File: config.mk
export PLATFORM = sky130hd
export DESIGN_NAME = idle_wake_timer
export DESIGN_NICKNAME = d
export VERILOG_FILES = /design/src/rtl/idle_wake_pkg.sv /design/src/rtl/idle_wake_counter.sv /design/src/rtl/idle_wake_flags.sv /design/src/rtl/idle_wake_timer.sv
export SDC_FILE = /design/constraint.sdc
export NUM_CORES = 1
export LEC_CHECK = 0
export BUFFER_PORTS_ARGS = -buffer_cell sky130_fd_sc_hd__buf_2
export CAP_MARGIN = 20
export CORE_MARGIN = 2
export CORE_UTILIZATION = 40
export DETAILED_ROUTE_END_ITERATION = 7
export HOLD_SLACK_MARGIN = 0.1
export PLACE_DENSITY = 0.57
export REMOVE_ABC_BUFFERS = 1
export SLEW_MARGIN = 40
export SYNTH_ARGS = -nofsm -noshare
export SYNTH_HDL_FRONTEND = slang
export SYNTH_SLANG_ARGS = --single-unit
File: constraint.sdc
create_clock -name clk -period 1.6 [get_ports clk]
set_input_delay 0.16 -clock clk [delete_from_list [all_inputs] [get_ports clk]]
set_output_delay 0.16 -clock clk [all_outputs]
set_load 0.01 [all_outputs]
File: src/rtl/idle_wake_pkg.sv
package idle_wake_pkg;

    localparam int unsigned DEF_CNT_W   = 13;
    localparam int unsigned DEF_TAP_BIT = 12;

    // One software write port: strobe plus data bit
    typedef struct packed {
        logic wr;
        logic data;
    } sw_wr_t;

    // Flag state held by the block
    typedef struct packed {
        logic pend;
        logic en;
    } flag_state_t;

    // Next value of a sticky flag: a hardware set outranks a software write
    function automatic logic sticky_next(input logic cur, input logic hw_set,
                                         input sw_wr_t wr);
        logic nxt;
        nxt = cur;
        if (hw_set)
            nxt = 1'b1;
        else if (wr.wr)
            nxt = wr.data;
        return nxt;
    endfunction

    // Next value of a plain software bit
    function automatic logic soft_next(input logic cur, input sw_wr_t wr);
        return wr.wr ? wr.data : cur;
    endfunction

endpackage

File: src/rtl/idle_wake_counter.sv
module idle_wake_counter
    import idle_wake_pkg::*;
#(
    parameter int unsigned CNT_W   = DEF_CNT_W,
    parameter int unsigned TAP_BIT = DEF_TAP_BIT
) (
    input  logic clk,
    input  logic rst,
    output logic tap_event_o
);

    localparam logic [CNT_W-1:0] CNT_ONE = {{(CNT_W-1){1'b0}}, 1'b1};

    logic [CNT_W-1:0] cnt_q;
    logic             tap_q;

    always_ff @(posedge clk) begin
        if (rst) begin
            cnt_q <= '0;
            tap_q <= 1'b0;
        end else begin
            cnt_q <= cnt_q + CNT_ONE;
            tap_q <= cnt_q[TAP_BIT];
        end
    end

    // Any change of the tapped bit, up or down, is an event
    assign tap_event_o = cnt_q[TAP_BIT] ^ tap_q;

endmodule

File: src/rtl/idle_wake_flags.sv
module idle_wake_flags
    import idle_wake_pkg::*;
(
    input  logic        clk,
    input  logic        rst,
    input  logic        hw_set_i,
    input  sw_wr_t      pnd_wr_i,
    input  sw_wr_t      en_wr_i,
    output flag_state_t state_o
);

    flag_state_t st_q;
    flag_state_t st_d;

    always_comb begin
        st_d.pend = sticky_next(st_q.pend, hw_set_i, pnd_wr_i);
        st_d.en   = soft_next(st_q.en, en_wr_i);
    end

    always_ff @(posedge clk) begin
        if (rst)
            st_q <= '0;
        else
            st_q <= st_d;
    end

    assign state_o = st_q;

endmodule

File: src/rtl/idle_wake_timer.sv
module idle_wake_timer
    import idle_wake_pkg::*;
#(
    parameter int unsigned CNT_W   = DEF_CNT_W,
    parameter int unsigned TAP_BIT = DEF_TAP_BIT
) (
    input  logic clk,
    input  logic rst,
    input  logic pnd_wr_i,
    input  logic pnd_wdata_i,
    input  logic en_wr_i,
    input  logic en_wdata_i,
    output logic pend_o,
    output logic en_o,
    output logic irq_o,
    output logic wake_o
);

    sw_wr_t      pnd_wr;
    sw_wr_t      en_wr;
    flag_state_t flags;
    logic        tap_event;

    assign pnd_wr = '{wr: pnd_wr_i, data: pnd_wdata_i};
    assign en_wr  = '{wr: en_wr_i,  data: en_wdata_i};

    idle_wake_counter #(
        .CNT_W   (CNT_W),
        .TAP_BIT (TAP_BIT)
    ) u_cnt (
        .clk         (clk),
        .rst         (rst),
        .tap_event_o (tap_event)
    );

    idle_wake_flags u_flags (
        .clk      (clk),
        .rst      (rst),
        .hw_set_i (tap_event),
        .pnd_wr_i (pnd_wr),
        .en_wr_i  (en_wr),
        .state_o  (flags)
    );

    assign wake_o = tap_event;
    assign pend_o = flags.pend;
    assign en_o   = flags.en;
    assign irq_o  = flags.pend & flags.en;

endmodule

==> metrics list, run 1 <==
- Hold Crit Class: input port to flip-flop
- Worst Reg-to-Reg Cells: 5
* Worst reg-to-reg setup slack: 0.15 ns
- Start point of the worst hold path: pnd_wdata_i
- Clock Sinks: 16
- The repair_antennas step left the layout with diodes totalling 0.
- Between clock sinks in the finished design, the worst skew comes to 0.001884 ns.
* Leading cell types by total area after synthesis: sky130_fd_sc_hd__dfxtp_1 (48%), sky130_fd_sc_hd__nor2_1 (5.1%), sky130_fd_sc_hd__a21oi_1 (4.5%)
* DRC viols: 0
* Most common library cell in the layout ignoring fill and taps: sky130_fd_sc_hd__dfxtp_1
* Power density relative to cell area: 915.6 mW/mm2
* CP arrival: 1.67 ns
* Endpoint of the worst hold path: u_flags.state_o[1]$_SDFFE_PP0P_
* Number of failing setup endpoints in the final timing report: 0
* Setup repair after global routing missed its margin: no
* Horizontal die dimension: 44.64 um
* Net count of the finished layout: 94
- HPWL reported at the end of detailed placement: 807.6 um
- Number of warning messages in the yosys log: 0
- Worst slew margin relative to its limit: 0.7935
- The via count of the first global-routing pass was 487.
- Across every metal layer, demand over resource in global routing totals 0.1370.
- Post-synthesis compound-gate area fraction: 0.1136
- Status: finished, final reports clean
* Largest family of logic cells by synthesized area: simple AND/OR/NAND/NOR gates
- At the later pin of the worst-skew pair, clock insertion delay measures 0.28 ns.
* Met3 routed WL: 71 um
- TritonCTS Buffers: 3
* Share of post-route cells with drive strength above 1: 0.2442
- Final Max Tran Viols: 0
* Hold path depth: 3
- Yosys reg bits: 16
* Number of antenna violations at the first check in global routing: 0
* Post-CTS setup buffer count: 0
- Floorplan row count: 14
- In the final routed layout, each cell accounts on average for 10.70 um.
- For the worst setup path, the data required time is 1.82 ns.
- Cell taking the most area after synthesis: sky130_fd_sc_hd__dfxtp_1
- Dividing the detail-routed via count by the number of cells gives 5.333.
- Number of max-cap violations: 0
- Max Fclk: 689.9 MHz
- The detail route stage leaves a number of antenna-violating nets equal to 0.
- Worst setup slack before clock tree synthesis: 0.1409 ns
- Entering global routing, the biggest net connects 18 pins.
- Setup slack on the critical path of the routed design comes to 0.1505 ns.
* Final weighted congestion of routability-driven global placement: 0.7286
- After synthesis the cells add up to 660.6 um2.
* Leak Pwr: 0.3003 nW
- The cell sitting at the root of the clock tree is a sky130_fd_sc_hd__clkbuf_4.
- Largest buffer count on any clock path: 2
- Of the total synthesized cell area, the portion taken by full adders, half adders and majority gates is 0.01894.
* I/O Buffers: 9
* Critical path class: flip-flop to flip-flop
- DR vias: 544
- Crit share post-route: 0.9059
- Of the total synthesized cell area, the portion taken by AND, OR, NAND and NOR gates is 0.2519.
- The startpoint identified for the worst register-to-register timing path is u_cnt.cnt_q[1]$_SDFF_PP0_.
- First-pass GRT wire length: 2001 um
- Max FO, Critical Path: 4
* Met1 Wirelength: 520 um
- Before antenna repair, the detailed router went through 4 iterations.
- Sort of element at the start of the critical path: flip-flop
- Post-layout min period: 1.449 ns
- The region available for standard cell placement spans 0.001524 mm2.
- Slew at the pin closest to its max-slew limit: 0.3097 ns
- For this design the top-level I/O count stands at 10.
- Average cell area after synthesis: 9.175 um2
- Type of destination of the critical path: flip-flop
- Leftover overflow at the end of global routing: 0
* DIE HEIGHT: 44.64 um
- The count of endpoints failing hold in the final timing report is 0.
- After synthesis, the share of cell area in mux cells is 0.04924.
- Proportion of synthesized chip area in sequential cells: 0.4848
* Clock input transition at the sequential cells of the worst setup and hold paths: 0.09 ns
- XOR/XNOR Fraction of Synth Area: 0.05303
- Setup_tns: 0 ns
* Leading cell types in the layout, fill and taps excluded: sky130_fd_sc_hd__dfxtp_1 (15), sky130_fd_sc_hd__nor2_1 (9), sky130_fd_sc_hd__buf_2 (9)
- Counting distinct cell types in the post-synthesis netlist gives 23.
* Met2 wire length: 499 um
- For this configuration, the core starts out at a cell density of 0.4335.
- R2R Path End: u_cnt.cnt_q[6]$_SDFF_PP0_
- CTS built an H-tree with a depth of 1.
* Synth Instances: 72
* Peak supply drop: 0.0006465 V
* Final WL: 1091 um
- Compared with the post-synthesis result, the final layout area differs by 17.80%.
- Once layout is complete, the utilization of the core stands at 0.5107.
- The share of synthesized area in the top cell type comes to 0.4848.
- The die covers 0.001993 mm2.
- For this block, the initial DRC count from the detailed router was 4.
- TritonCTS built the clock tree.
- The highest metal layer carrying signal wires in the routed design is met3.
worst max path at each step:
stage	start	end	slack, ns
floorplan	u_cnt.cnt_q[0]$_SDFF_PP0_	u_cnt.cnt_q[12]$_SDFF_PP0_	0.17
global placement	u_cnt.cnt_q[0]$_SDFF_PP0_	u_cnt.cnt_q[12]$_SDFF_PP0_	0.17
detailed placement	u_cnt.cnt_q[0]$_SDFF_PP0_	u_cnt.cnt_q[6]$_SDFF_PP0_	0.14
CTS	u_cnt.cnt_q[0]$_SDFF_PP0_	u_cnt.cnt_q[6]$_SDFF_PP0_	0.12
global route	u_cnt.cnt_q[1]$_SDFF_PP0_	u_cnt.cnt_q[6]$_SDFF_PP0_	0.01
finish	u_cnt.cnt_q[1]$_SDFF_PP0_	u_cnt.cnt_q[6]$_SDFF_PP0_	0.15
area by class of cell:
type | instances | area (um2)
Fill cell | 151 | 745.7
Multi-Input combinational cell | 51 | 321.6
Clock buffer | 4 | 36.28
Sequential cell | 16 | 321.6
Tap cell | 16 | 20.02
Timing Repair Buffer | 12 | 67.56
Inverter | 3 | 11.26
what timing repair did:
item | CTS | global route
hold buffers | 0 | 0
gates resized for setup | 0 | 1
endpoints found under the setup margin | 0 | 1
synthesized netlist by cell type (all sizes together):
cell type  instances
nand3              4
and2               1
o31ai              3
clkbuf             2
nor2b              3
nand2              2
dfxtp             16
nor2               9
mux2               2
a211oi             1
nor4               2
inv                3
or4                3
ha                 1
nand4              3
a21oi              6
xnor2              2
xor2               2
or3                3
mux2i              1
o21ai              3
per-stage QoR:
step / std cells / power, mW / instance area [um2] / hold WS, ns
floorplan: 70 / 0.4403 / 653.1 / 0.2267
global placement: 98 / 0.4610 / 740.7 / 0.3988
detailed placement: 98 / 0.4611 / 740.7 / 0.4056
CTS: 102 / 0.7232 / 777.0 / 0.1045
global route: 102 / 0.7507 / 778.2 / 0.1145
finish: 102 / 0.7125 / 778.2 / 0.1094
registers in the layout, indices dropped and copies added, names as in the netlist:
name / count
u_cnt.cnt_q: 13
u_cnt.tap_q: 1
u_flags.state_o: 2
power by group:
part           leakage, nW  internal [mW]  switching (mW)
Sequential           0.130          0.408         0.00720
Combinational        0.149         0.0182          0.0188
Clock               0.0210          0.138           0.122
cell families (layout without fill, tap and decap cells):
family,count (synthesis),count (layout)
AOI/OAI and AO/OA,13,13
buffers and inverters,5,19
DFF,16,16
adders and majority gates,1,1
and+or+nand+nor,30,30
xor gates and xnor gates,4,4
muxes,3,3
critical path, stage by stage (launching register included):
cell and delay (ns):
sky130_fd_sc_hd__dfxtp_1 0.38, sky130_fd_sc_hd__ha_1 0.22, sky130_fd_sc_hd__nand4_1 0.16, sky130_fd_sc_hd__buf_4 0.18, sky130_fd_sc_hd__or3_1 0.30, sky130_fd_sc_hd__a21oi_1 0.15
per-layer routing:
layer / vias to the layer above / track usage
met3: 0 / 0.06122
met1: 245 / 0.1775
li1: 283 / -
met2: 16 / 0.2058
met5: - / 0
met4: 0 / 0.03636
Note: power is estimated with default switching activity, not from simulation.
==> run 2, diff against run 1 <==
PLACE_DENSITY = unset   (was 0.57)
==> metrics list, run 2 (synthesis results as in run 1) <==
- The most common cell after layout, fill and taps aside was sky130_fd_sc_hd__dfxtp_1 (unchanged).
- The final total power was 0.7166 mW (was 0.7125 mW).
- The path class of the lowest-slack min-delay path is input port to flip-flop (unchanged).
- Number of failing setup endpoints in the final timing report: 0 (unchanged)
- Die area: 0.001993 mm2 (unchanged)
- The clock transition at the registers of the reported paths is 0.10 ns (was 0.09 ns).
- Worst reg-to-reg setup slack: 0.14 ns (was 0.15 ns)
- The count of input and output buffers is 9 (unchanged).
- CP arrival: 1.69 ns (was 1.67 ns)
- The final count of pins violating max slew came to 0 (unchanged).
* Final weighted congestion of routability-driven global placement: 0.7428 (was 0.7286)
- The post-route antenna net violation count came to 0 (unchanged).
- Number of antenna repair diodes: 0 (unchanged)
- The flip-flop count of the largest register after layout is 13 (unchanged).
* Status: finished, final reports clean (unchanged)
- First-pass DRT Iterations: 2 (was 4)
- The count of routing violations after the opening detailed-route iteration was 2 (was 4).
* Worst slew margin relative to its limit: 0.8018 (was 0.7935)
* Clock tree from TritonCTS: done (unchanged)
* Number of max-cap violations: 0 (unchanged)
- Number of antenna violations at the first check in global routing: 0 (unchanged)
* DIE HEIGHT: 44.64 um (unchanged)
- Register with the most flip-flops: u_cnt.cnt_q (unchanged)
- Global Route Usage Sum: 0.1377 (was 0.1370)
* Crit share post-route: 0.9153 (was 0.9059)
- Setup repair after global routing missed its margin: no (unchanged)
* Clk root buf: sky130_fd_sc_hd__clkbuf_4 (unchanged)
- Setup_tns: 0 ns (unchanged)
* Critical path destination: u_cnt.cnt_q[6]$_SDFF_PP0_ (unchanged)
- The via count of the first global-routing pass is 468 (was 487).
- The ratio of cells with drive above 1 in the final layout is 0.2414 (was 0.2442).
* HPWL reported at the end of detailed placement: 814 um (was 807.6 um)
* Reg-to-reg startpoint: u_cnt.cnt_q[0]$_SDFF_PP0_ (was u_cnt.cnt_q[1]$_SDFF_PP0_)
* Worst Setup SP: u_cnt.cnt_q[0]$_SDFF_PP0_ (was u_cnt.cnt_q[1]$_SDFF_PP0_)
- The initial core utilization was 0.4335 (unchanged).
- Library cell contributing the largest single delay on the critical path: sky130_fd_sc_hd__dfxtp_1 (unchanged)
- The measured slew at the worst slew-check pin is 0.2973 ns (was 0.3097 ns).
- The net total in the final layout is 95 (was 94).
- The worst setup path category was flip-flop to flip-flop (unchanged).
* Leak Pwr: 0.3043 nW (was 0.3003 nW)
- Clock insertion delay at the later pin of the skew report: 0.29 ns (was 0.28 ns)
- R2R Path End: u_cnt.cnt_q[6]$_SDFF_PP0_ (unchanged)
* DRC viols: 0 (unchanged)
- The stage delay of the slowest cell on the critical path came to 0.39 ns (was 0.38 ns).
* CTS HTree Levels: 1 (unchanged)
- The detail-routed net length per standard cell was 11.02 um (was 10.70 um).
- Peak supply drop: 0.0006006 V (was 0.0006465 V)
- The first-pass GRT wire length was 1966 um (was 2001 um).
- Max Fclk: 682.8 MHz (was 689.9 MHz)
- Power density relative to cell area: 903.3 mW/mm2 (was 915.6 mW/mm2)
- The total clock sinks is 16 (unchanged).
- Largest buffer count on any clock path: 2 (unchanged)
- The time the worst path needs with I/O delays and setup is 1.464 ns (was 1.449 ns).
- Horizontal die dimension: 44.64 um (unchanged)
- Max FO, Critical Path: 4 (unchanged)
- The kind of start point of the critical path is a flip-flop (unchanged).
- Detail-routed via count per cell: 5.398 (was 5.333)
- The count of endpoints failing hold in the final timing report came to 0 (unchanged).
* Floorplan row count: 14 (unchanged)
- The placed instance count is 98 (unchanged).
- Worst Reg-to-Reg Cells: 5 (unchanged)
- The area of the placeable core came to 0.001524 mm2 (unchanged).
- The overall routed net length came to 1135 um (was 1091 um).
- Leading cell types in the layout, fill and taps excluded: sky130_fd_sc_hd__dfxtp_1 (16), sky130_fd_sc_hd__nor2_1 (9), sky130_fd_sc_hd__buf_2 (9) (was sky130_fd_sc_hd__dfxtp_1 (15), sky130_fd_sc_hd__nor2_1 (9), sky130_fd_sc_hd__buf_2 (9)).
- The number of non-filler instances in the completed layout was 103 (was 102).
- Leftover overflow at the end of global routing: 0 (unchanged)
- Worst-path cell chain: ha_1 > nand4_1 > buf_4 > or3_1 > a21oi_1 (unchanged)
* TritonCTS Buffers: 3 (unchanged)
- Type of destination of the critical path: flip-flop (unchanged)
- The total number of vias was 556 (was 544).
- The clock skew after layout came to 0.01242 ns (was 0.001884 ns).
* Critical Path RT: 1.83 ns (was 1.82 ns)
- I/O pin total: 10 (unchanged)
- Largest net degree at the start of global routing: 18 (unchanged)
* Area growth, synth to finish: 20.08% (was 17.80%)
run 2: cell count changes in the layout (fill, tap and decap cells not counted):
cell | before | now
sky130_fd_sc_hd__dlygate4sd3_1 | 0 | 1
sky130_fd_sc_hd__dfxtp_2 | 1 | 0
sky130_fd_sc_hd__dfxtp_1 | 15 | 16
sky130_fd_sc_hd__nor4_2 | 0 | 1
sky130_fd_sc_hd__nor4_1 | 2 | 1
run 2: through the flow:
step | setup WS [ns] | cell area, um2 | util | hold slack (ns)
final | 0.1355 | 793.3 | 0.5205 | 0.1135
after global routing | 0.006329 | 793.3 | 0.5205 | 0.1337
after CTS | 0.1287 | 787.0 | 0.5164 | 0.1116
after detailed placement | 0.1404 | 740.7 | 0.4860 | 0.4137
after global placement | 0.1573 | 740.7 | 0.4860 | 0.3929
after floorplan | 0.1713 | 653.1 | - | 0.2267
run 2: how the worst min path moves through the flow:
stage               cells after the start                               to        start  slack (ns)
finish                                  3  u_flags.state_o[0]$_SDFFE_PP0P_      en_wr_i        0.11
global route                            3  u_flags.state_o[1]$_SDFFE_PP0P_  pnd_wdata_i        0.13
CTS                                     3  u_flags.state_o[0]$_SDFFE_PP0P_      en_wr_i        0.11
detailed placement                      3  u_flags.state_o[0]$_SDFFE_PP0P_   en_wdata_i        0.41
global placement                        3  u_flags.state_o[0]$_SDFFE_PP0P_   en_wdata_i        0.39
floorplan                               1        u_cnt.cnt_q[0]$_SDFF_PP0_          rst        0.23
run 2: worst max-delay path, delay by kind of cell, from the launching register on:
kind | cells | cell delay (ns)
and+or+nand+nor | 2 | 0.48
AOI/OAI and AO/OA | 1 | 0.14
adders and majority gates | 1 | 0.22
DFF | 1 | 0.39
buffers and inverters | 1 | 0.19
run 2: area by class of cell:
type                            count  area (um2)
Clock buffer                        4       36.28
Fill cell                         149       730.7
Inverter                            3       11.26
Multi-Input combinational cell     51       327.8
Sequential cell                    16       320.3
Tap cell                           16       20.02
Timing Repair Buffer               13       77.57
run 2: timing repair:
item / CTS / global route
hold endpoints to repair: 1 / 0
gates resized for setup: 0 / 1
endpoints found under the setup margin: 0 / 1
setup buffers: 0 / 0
hold buffers: 1 / 0
run 2: per-layer routing:
| layer | GRT usage | up-vias | share of wire | routed length, um |
|---|---|---|---|---|
| li1 | - | 289 | - | - |
| met1 | 0.1721 | 260 | 0.49 | 551 |
| met2 | 0.2058 | 5 | 0.46 | 527 |
| met3 | 0.07347 | 2 | 0.037 | 42 |
| met4 | 0.03636 | 0 | 0.011 | 13 |
| met5 | 0 | - | 0 | 0 |
run 2: power breakdown:
| part | internal, mW | leakage [nW] | switching, mW | total, mW |
|---|---|---|---|---|
| sequential | 0.407 | 0.130 | 0.00694 | 0.414 |
| combinational | 0.0198 | 0.153 | 0.0189 | 0.0387 |
| clock | 0.139 | 0.0210 | 0.125 | 0.264 |
| total | 0.566 | 0.304 | 0.151 | 0.717 |
==> run 3, diff against run 2 <==
ABC_AREA = 1   (was unset)
SLEW_MARGIN = 20   (was 40)
==> metrics list, run 3 <==
* Setup repair after global routing missed its margin: no (unchanged)
* Proportion of synthesized chip area in sequential cells: 0.4414 (was 0.4848)
* CP arrival: 1.55 ns (was 1.69 ns)
* Number of antenna repair diodes: 0 (unchanged)
* Crit path buffers/inverters: 3 (was 1)
* Floorplan row count: 15 (was 14)
- Number of warning messages in the yosys log: 0 (unchanged)
- Peak supply drop: 0.0004643 V (was 0.0006006 V)
- The total overflow reported by the global router came to 0 (unchanged).
* Total core area: 0.001708 mm2 (was 0.001524 mm2)
* Post-synth top cells: sky130_fd_sc_hd__nand2_1 (23), sky130_fd_sc_hd__dfxtp_1 (16), sky130_fd_sc_hd__nor2_1 (15), sky130_fd_sc_hd__inv_1 (13), sky130_fd_sc_hd__a21oi_1 (7) (was sky130_fd_sc_hd__dfxtp_1 (16), sky130_fd_sc_hd__nor2_1 (9), sky130_fd_sc_hd__a21oi_1 (6), sky130_fd_sc_hd__nand3_1 (4))
- The dominant cell by count in the synthesized netlist is sky130_fd_sc_hd__nand2_1 (was sky130_fd_sc_hd__dfxtp_1).
- The area overhead of the layout relative to synthesis is 17.59% (was 20.08%).
* Max FO, Critical Path: 2 (was 4)
* Number of flip-flops in the largest register: 13 (unchanged)
* DR vias: 644 (was 556)
- Power density relative to cell area: 850.6 mW/mm2 (was 903.3 mW/mm2)
- The master of the slowest instance on the critical path is sky130_fd_sc_hd__dlygate4sd3_1 (was sky130_fd_sc_hd__dfxtp_1).
* Share of post-route cells with drive strength above 1: 0.1913 (was 0.2414)
- The post-placement worst setup slack is 0.3943 ns (was 0.1404 ns).
* Clk root buf: sky130_fd_sc_hd__clkbuf_4 (unchanged)
- Average cell area after synthesis: 7.185 um2 (was 9.175 um2)
* Crit share post-route: 0.8536 (was 0.9153)
* Status: finished, final reports clean (unchanged)
* Max Fclk: 732.2 MHz (was 682.8 MHz)
- Via count of the first global-routing pass: 602 (was 468)
- The path class of the lowest-slack min-delay path was input port to flip-flop (unchanged).
- The die boundary height was 46.60 um (was 44.64 um).
- Worst-path cell chain: dlygate4sd3_1 > buf_2 > o21ai_0 > a21oi_1 > dlygate4sd3_1 (was ha_1 > nand4_1 > buf_4 > or3_1 > a21oi_1).
* Area occupied by multi-input gates: 351.6 um2 (was 327.8 um2)
- The proportion of netlist area held by the largest area contributor came to 0.4414 (was 0.4848).
- Net Sw Power: 0.1597 mW (was 0.1509 mW)
- The final total power came to 0.7258 mW (was 0.7166 mW).
* Horizontal die dimension: 46.60 um (was 44.64 um)
- The relative contribution of the clock network to total power was 0.366 (was 0.368).
* Combinational share of power: 0.061 (was 0.054)
- Post-detailed-route count of antenna-violating nets: 0 (unchanged)
- The post-route DRC violation count is 0 (unchanged).
* Global Route Usage Sum: 0.1664 (was 0.1377)
- Cell area after synthesis: 725.7 um2 (was 660.6 um2)
* Routed length per placed instance: 9.929 um (was 11.02 um)
- The data required time of the worst path was 1.78 ns (was 1.83 ns).
* Final WL: 1390 um (was 1135 um)
- Crit path max-delay family: buffers and inverters (was simple AND/OR/NAND/NOR gates)
* Largest buffer count on any clock path: 2 (unchanged)
- Number of enable-type register cells in the synthesized netlist: 0 (unchanged)
* Worst Reg-to-Reg Cells: 7 (was 5)
- The post-cts gate resize count was 0 (unchanged).
- Worst slew margin relative to its limit: 0.8341 (was 0.8018)
- The leakage power figure was 0.3487 nW (was 0.3043 nW).
* Net count of the finished layout: 123 (was 95)
* Worst-case setup margin in the final layout: 0.2342 ns (was 0.1355 ns)
- Register with the most flip-flops: u_cnt.cnt_q (unchanged)
- The clock skew after layout was 0.003184 ns (was 0.01242 ns).
- Switching share of power: 0.2200 (was 0.2105)
- The final core utilization was 0.4996 (was 0.5205).
* Setup_tns: 0 ns (unchanged)
- The I/O pin count is 10 (unchanged).
* Sequential Power Share: 0.574 (was 0.578)
- The first-pass GRT wire length came to 2463 um (was 1966 um).
* I/O Buffers: 9 (unchanged)
- TritonCTS Buffers: 3 (unchanged)
- Clock Sinks: 16 (unchanged)
* Endpoints failing hold: 0 (unchanged)
* Leading cell types in the layout, fill and taps excluded: sky130_fd_sc_hd__nand2_1 (23), sky130_fd_sc_hd__dfxtp_1 (16), sky130_fd_sc_hd__nor2_1 (15) (was sky130_fd_sc_hd__dfxtp_1 (16), sky130_fd_sc_hd__nor2_1 (9), sky130_fd_sc_hd__buf_2 (9))
- Clock input transition at the sequential cells of the worst setup and hold paths: 0.09 ns (was 0.10 ns)
* Cell count along the critical path: 5 (unchanged)
* Sort of element at the start of the critical path: input port (was flip-flop)
- Cell taking the most area after synthesis: sky130_fd_sc_hd__dfxtp_1 (unchanged)
* Biggest cell delay along the critical path: 0.55 ns (was 0.39 ns)
* Yosys reg bits: 16 (unchanged)
* Initial standard-cell utilization of the core: 0.4249 (was 0.4335)
* FF/Latch Area: 320.3 um2 (unchanged)
- The count of routing violations after the opening detailed-route iteration was 15 (was 2).
- Slew at the pin closest to its max-slew limit: 0.2486 ns (was 0.2973 ns)
- Primary FF master, synth: sky130_fd_sc_hd__dfxtp_1 (unchanged)
- HPWL reported at the end of detailed placement: 1052 um (was 814 um)
- Critical path class: input port to flip-flop (was flip-flop to flip-flop)
* Proportion of register bits with asynchronous set or reset after synthesis: 0 (unchanged)
* Clock insertion delay at the later pin of the skew report: 0.29 ns (about the same)
* Most common library cell in the layout ignoring fill and taps: sky130_fd_sc_hd__nand2_1 (was sky130_fd_sc_hd__dfxtp_1)
- The gate count of the mapped netlist was 101 (was 72).
- The number of setup buffers added after CTS is 0 (unchanged).
* Final weighted congestion of routability-driven global placement: 0.7774 (was 0.7428)
- The number of H-tree branching levels came to 1 (unchanged).
- Leading cell types by total area after synthesis: sky130_fd_sc_hd__dfxtp_1 (44%), sky130_fd_sc_hd__nand2_1 (12%), sky130_fd_sc_hd__nor2_1 (7.8%) (was sky130_fd_sc_hd__dfxtp_1 (48%), sky130_fd_sc_hd__nor2_1 (5.1%), sky130_fd_sc_hd__a21oi_1 (4.5%)).
- The initial antenna violation count is 0 (unchanged).
- Type of destination of the critical path: flip-flop (unchanged)
* Top cell by count, worst path: sky130_fd_sc_hd__dlygate4sd3_1
* Largest net degree at the start of global routing: 10 (was 18)
- Number of max-cap violations: 0 (unchanged)
- Final Max Tran Viols: 0 (unchanged)
* Clock tree from TritonCTS: done (unchanged)
- The die footprint is 0.002171 mm2 (was 0.001993 mm2).
- The total iterations of the first detailed-routing run is 4 (was 2).
- Post-layout min period: 1.366 ns (was 1.464 ns)
- The count of distinct cell types in the synthesized netlist came to 18 (was 23).
- Filler instances: 183 (was 149)
* Number of failing setup endpoints in the final timing report: 0 (unchanged)
- Hold path depth: 3 (unchanged)
- Detail-routed via count per cell: 4.600 (was 5.398)
- The internal power is 0.5662 mW (was 0.5657 mW).
run 3: kinds of logic after synthesis:
family,Yosys count,synth area share
flip-flops,16,0.4414
AND/OR/NAND/NOR,56,0.3552
adder cells (fa/ha/maj),1,0.01724
XOR/XNOR,2,0.02414
AO/OA/AOI/OAI,12,0.08793
buffers and inverters,14,0.07414
run 3: power groups by stage:
stage | clock [mW] | sequential (mW) | combinational (mW)
2_1_floorplan | 0 | 0.426 | 0.0207
6_report | 0.265 | 0.416 | 0.0441
3_5_place_dp | 0 | 0.426 | 0.0403
3_3_place_gp | 0 | 0.425 | 0.0392
5_1_grt | 0.292 | 0.418 | 0.0506
4_1_cts | 0.274 | 0.417 | 0.0445
run 3: timing repair:
action	CTS	global route
hold buffers	2	0
endpoints found under the setup margin	0	0
hold endpoints to repair	1	0
run 3: metal layers:
metal	global-route usage	vias to the layer above	share of wire
li1	-	345	-
met1	0.1929	282	0.47
met2	0.2750	15	0.47
met3	0.05882	2	0.045
met4	0.06857	0	0.015
met5	0	-	0
run 3: area by class of cell:
class | instances | area share
Multi-Input combinational cell | 71 | 0.4120
Sequential cell | 16 | 0.3754
Timing Repair Buffer | 11 | 0.07625
Inverter | 13 | 0.05718
Clock buffer | 4 | 0.04252
Tap cell | 25 | 0.03666
run 3: path summary, 6_finish.rpt:
path,slack [ns],startpoint,end
worst max-delay path,0.23,en_wr_i,u_flags.state_o[0]$_SDFFE_PP0P_
worst min-delay path,0.13,pnd_wdata_i,u_flags.state_o[1]$_SDFFE_PP0P_
worst max register to register,0.39,u_cnt.cnt_q[0]$_SDFF_PP0_,u_cnt.cnt_q[12]$_SDFF_PP0_
worst min register to register,0.48,u_cnt.cnt_q[12]$_SDFF_PP0_,u_cnt.tap_q$_SDFF_PP0_
run 3: through the flow:
step                cell area, um2  hold WS, ns  std cells
CTS                          853.3       0.1308        140
finish                       853.3       0.1327        140
global placement             797.0       0.3562        134
floorplan                    720.7       0.2267        100
global route                 853.3       0.1628        140
detailed placement           797.0       0.3584        134
run 3: tightest hold or removal path, cell delays in order:
cell	delay, ns
sky130_fd_sc_hd__buf_2	0.09
sky130_fd_sc_hd__nand2_1	0.05
sky130_fd_sc_hd__a31oi_1	0.07
